### src/rtl/sync_preset_counter.sv
module sync_preset_counter #(
  parameter int WIDTH       = 4,
  parameter bit ASYNC_CLEAR = 1'b0
) (
  input  logic             clk,
  input  logic             clr_n,
  input  logic             load_n,
  input  logic [WIDTH-1:0] din,
  input  logic             en_p,
  input  logic             en_t,
  output logic [WIDTH-1:0] q,
  output logic             tc
);
  localparam logic [WIDTH-1:0] ALL_ONES = {WIDTH{1'b1}};

  logic [WIDTH-1:0] cnt_q;
  logic [WIDTH-1:0] cnt_d;
  wire              step = en_p & en_t;

  always_comb begin
    if (!load_n)   cnt_d = din;
    else if (step) cnt_d = cnt_q + 1'b1;
    else           cnt_d = cnt_q;
  end

  generate
    if (ASYNC_CLEAR) begin : g_async_clr
      always_ff @(posedge clk or negedge clr_n) begin
        if (!clr_n) cnt_q <= '0;
        else        cnt_q <= cnt_d;
      end

      a_r1_async_clear: assert property (@(posedge clk) !clr_n |-> q == '0);
    end else begin : g_sync_clr
      always_ff @(posedge clk) begin
        cnt_q <= clr_n ? cnt_d : '0;
      end

      a_r2_sync_clear: assert property (@(posedge clk) !clr_n |=> q == '0);
    end
  endgenerate

  assign q  = cnt_q;
  assign tc = en_t & (cnt_q == ALL_ONES);

  a_r3_load: assert property (@(posedge clk) disable iff (!clr_n)
    !load_n |=> q == $past(din));
  a_r4_count: assert property (@(posedge clk) disable iff (!clr_n)
    load_n && en_p && en_t |=> q == $past(q) + 1'b1);
  a_r5_hold: assert property (@(posedge clk) disable iff (!clr_n)
    load_n && !(en_p && en_t) |=> $stable(q));
  a_r6_tc_ignores_p: assert property (@(posedge clk) disable iff (!clr_n)
    !$stable(en_p) && $stable(en_t) && $stable(q) |-> $stable(tc));
endmodule

### config.mk
export PLATFORM = sky130hd
export DESIGN_NAME = sync_preset_counter
export DESIGN_NICKNAME = d
export VERILOG_FILES = /design/src/rtl/sync_preset_counter.sv
export SDC_FILE = /design/constraint.sdc
export NUM_CORES = 1
export LEC_CHECK = 0
export CAP_MARGIN = 20
export CORE_AREA = 2 2 39 41
export CTS_CLUSTER_DIAMETER = 200
export DETAILED_ROUTE_END_ITERATION = 7
export DIE_AREA = 0 0 41 43
export HOLD_SLACK_MARGIN = 0.05
export PLACE_DENSITY = 0.51
export RECOVER_POWER = 100
export SETUP_SLACK_MARGIN = 0.02
export SYNTH_ARGS = -nofsm -noshare
export SYNTH_HDL_FRONTEND = slang
export SYNTH_SLANG_ARGS = --single-unit
### constraint.sdc
create_clock -name clk -period 2.8 [get_ports clk]
set_input_delay 0.56 -clock clk [delete_from_list [all_inputs] [get_ports clk]]
set_output_delay 0.56 -clock clk [all_outputs]
set_load 0.02 [all_outputs]
Word-level counts from Yosys, hierarchy flattened --
Index checks and enable logic that the tools add are counted.
Operators by class: add/sub/neg operators 1, equal/unequal tests 2, muxes and demuxes 2, bitwise operators 2
Operator list (count):
- two-way mux 4 bit | 2
- adder 4 x 1 -> 4 bit, second input constant | 1
- equality test 4 bit, second input constant | 1
- AND 1 bit | 2
- != test 2 x 1 -> 1 bit, second input constant | 1
Storage, ports and cells: flip-flop bits (word level) 4, output and inout bits 5, logic and storage cells 8

Logic depth before layout (Yosys ltp) --
depth in word-level cells 3, depth in mapped cells 4, mapped depth without buffers 4

Worst setup path after synthesis --
OpenSTA, ideal clock, no wires.
path kind reg-to-output, start register cnt_q[0], in the netlist q[0], end output port tc, arrival 0.963 ns, path slack 1.277 ns, stages on the path, launching flop included 3, path buffers 0, cells stage by stage dfxtp_1 > ha_1 > and4_2
Between the ends: word-level cells in the longest chain between the ends 2
RTL lines:
- from (decl) | RTL line 16 | logic [WIDTH-1:0] cnt_q;
- from (signal assigned) | RTL line 36 | cnt_q <= clr_n ? cnt_d : '0;
- equality test 4 bit | RTL line 44 | assign tc = en_t & (cnt_q == ALL_ONES);
- AND 1 bit | RTL line 44
- to (decl) | RTL line 12 | output logic tc
No other way between the ends.

Final worst setup path --
start input port en_t, end output port tc
Between the ends: word-level cells in the longest chain between the ends 1
RTL lines:
- from (decl) | RTL line 10 | input logic en_t,
- AND 1 bit | RTL line 44
No other way between the ends.

==> results_dict.tcl <==
set metrics [dict create \
    status "finished clean" \
    slew_violations 0 \
    htree_levels 1 \
    syn_avg_cell_area_um2 8.55 \
    rsz0062_at_grt "no" \
    fillCellCount 166 \
    power_leakage_nw 0.152 \
    slew-limit-headroom 0.822 \
    powerDensity_mw_per_mm2 468 \
    drc 0 \
    dr.pass1.iters 4 \
    antenna_found_initial 0 \
    dieArea_mm2 0.00176 \
    fmax_ghz 0.386 \
    place_inst 53 \
    drt_iter0_drc 9 \
    routedWlPerCell_um 9.68 \
    tightest_slew_ns 0.266 \
    root_buffer "clkbuf_4" \
    viasPerCell 4.25 \
    gp_congestion 0.678 \
    via_count 238 \
    arrival_ns 2.03 \
    cts_tree "yes" \
    synth_fp_nets 34 \
    post_cts_resized 0 \
    grt_util_met1 0.0801 \
    final_common_cell "clkdlybuf4s50_1" \
    hold_violations 0 \
    overflow 0 \
    core_area_mm2 0.00138 \
    hold_ws_ns 0.518 \
    yosysTopAreaCell "dfxtp_1" \
    synth_area_um2 205 \
    cap_violations 0 \
    yosys_warnings 0 \
    startpoint_type "input pin" \
    critPathMaxStageDelay_ns 0.66 \
    clk_latency_ns 0.23 \
    skew_ns 0.00261 \
    clk_pin_slew_ns 0.04 \
    grt_max_degree 9 \
    wl_um 542 \
    nets 52 \
    largest_reg_flops 4 \
    syn_inst 24 \
    ant_nets 0 \
    cpMostUsedCell "dlygate4sd3_1" \
    fin_setup_tns_ns 0 \
    placementRows 14 \
    cp.required_ns 2.24 \
    fin_crit_sh 0.924 \
    grt_pass1_wl_um 814 \
    setup_viol 0 \
    synth-seq-cells 4 \
    worstPathCellList "dlygate4sd3_1, and4_2, dlygate4sd3_1" \
    ctsHoldBuffers 0 \
    layoutNonFillerInstCount 56 \
    worstSetupPathType "in2out" \
    synth_area_leaders "dfxtp_1 39%, xor2_1 8.5%, nand3_1 7.3%" \
    fin_crit_ns 2.59 \
    synth_top_area_share 0.390 \
    fp.dieH_um 43 \
    power.total_mw 0.175 \
    ys_types 15 \
    layout_common_cells "7 x clkdlybuf4s50_1, 6 x dlygate4sd3_1, 4 x dfxtp_1" \
    drive_above_1_share 0.100 \
    cts_buffer_depth 2 \
    crit_fanout 4 \
    grt_pass1_vias 200 \
    hp-class "reg2reg" \
    met3_usage 0.0366 \
    dieWidth_um 41 \
    cp-end-kind "primary output" \
    cts.sinks 4 \
    antenna_cells 0 \
    cts_made_buffers 3 \
    syn2layout_area_growth_pct 82.9 \
    slowest_stage "dlygate4sd3_1" \
    track_usage 0.0792 \
    grt-busiest-layer "met4" \
    multi_input_area_um2 119 \
    grtUsageMet2 0.0906 \
    ys_seq_area_frac 0.390 \
    initial_core_util 0.148 \
    portBuffers 13 \
    pin_count 14 \
    ir_worst_vdd_uv 102 \
    dpl.hpwl_um 427 \
    cts_setup_buffers 0 \
    seqCellArea_um2 80.1 \
]
-- layer usage --
metal  routed length, µm  part of all wire  vias to the layer above
met4                  22             0.041                        0
met3                  53             0.098                        2
met2                 247              0.46                       13
li1                    -                 -                      122
met5                   0                 0                        -
met1                 218              0.40                      101
-- worst paths after layout --
check                                       start                 to  slack, ns  cells after the start
worst max-delay path                         en_t                 tc       0.21                      3
worst min-delay path            q[3]$_SDFFE_PN0P_  q[3]$_SDFFE_PN0P_       0.52                      2
worst max register to register  q[0]$_SDFFE_PN0P_  q[1]$_SDFFE_PN0P_       1.78                      3
worst min register to register  q[3]$_SDFFE_PN0P_  q[3]$_SDFFE_PN0P_       0.52                      2
-- final cells by class --
| cell class | count | area share |
|---|---|---|
| repair buffers | 13 | 0.347 |
| multi-input cells | 19 | 0.317 |
| flip-flops and latches | 4 | 0.213 |
| clock buffers | 3 | 0.0600 |
| well taps | 16 | 0.0533 |
| inverters | 1 | 0.0100 |
-- synthesized netlist by cell type --
cell type	number
nand2_1	1
ha_1	1
nand3_1	3
dfxtp_1	4
xor2_1	2
inv_1	1
or3_1	1
o21ai_0	3
a311oi_1	1
nor2_1	2
a211oi_1	1
and4_2	1
nand2_2	1
a31oi_1	1
a21oi_1	1
-- logic make-up after synthesis --
logic type | synth area share
buffers and inverters | 0.0183
AOI/OAI and AO/OA | 0.207
adders and majority gates | 0.0610
and+or+nand+nor | 0.238
DFF | 0.390
xor gates and xnor gates | 0.0854
-- power by group --
group          internal (mW)  switching [mW]
Sequential            0.0617         0.00431
Clock                 0.0481          0.0252
Combinational         0.0201          0.0161
Total                  0.130          0.0456
-- metrics by stage --
| stage | util | worst slack [ns] | cell area (µm²) |
|---|---|---|---|
| finish | 0.271 | 0.212 | 375 |
| detailed placement | 0.257 | 0.327 | 355 |
| global route | 0.271 | 0.168 | 375 |
| global placement | 0.257 | 0.341 | 355 |
| CTS | 0.273 | 0.322 | 378 |
| floorplan | - | 1.28 | 205 |
-- critical path: cells and delay by family --
family | cells | cell delay, ns
buf+inv | 2 | 1.25
simple gates | 1 | 0.22
No activity file was read; power rests on OpenSTA's default activity.
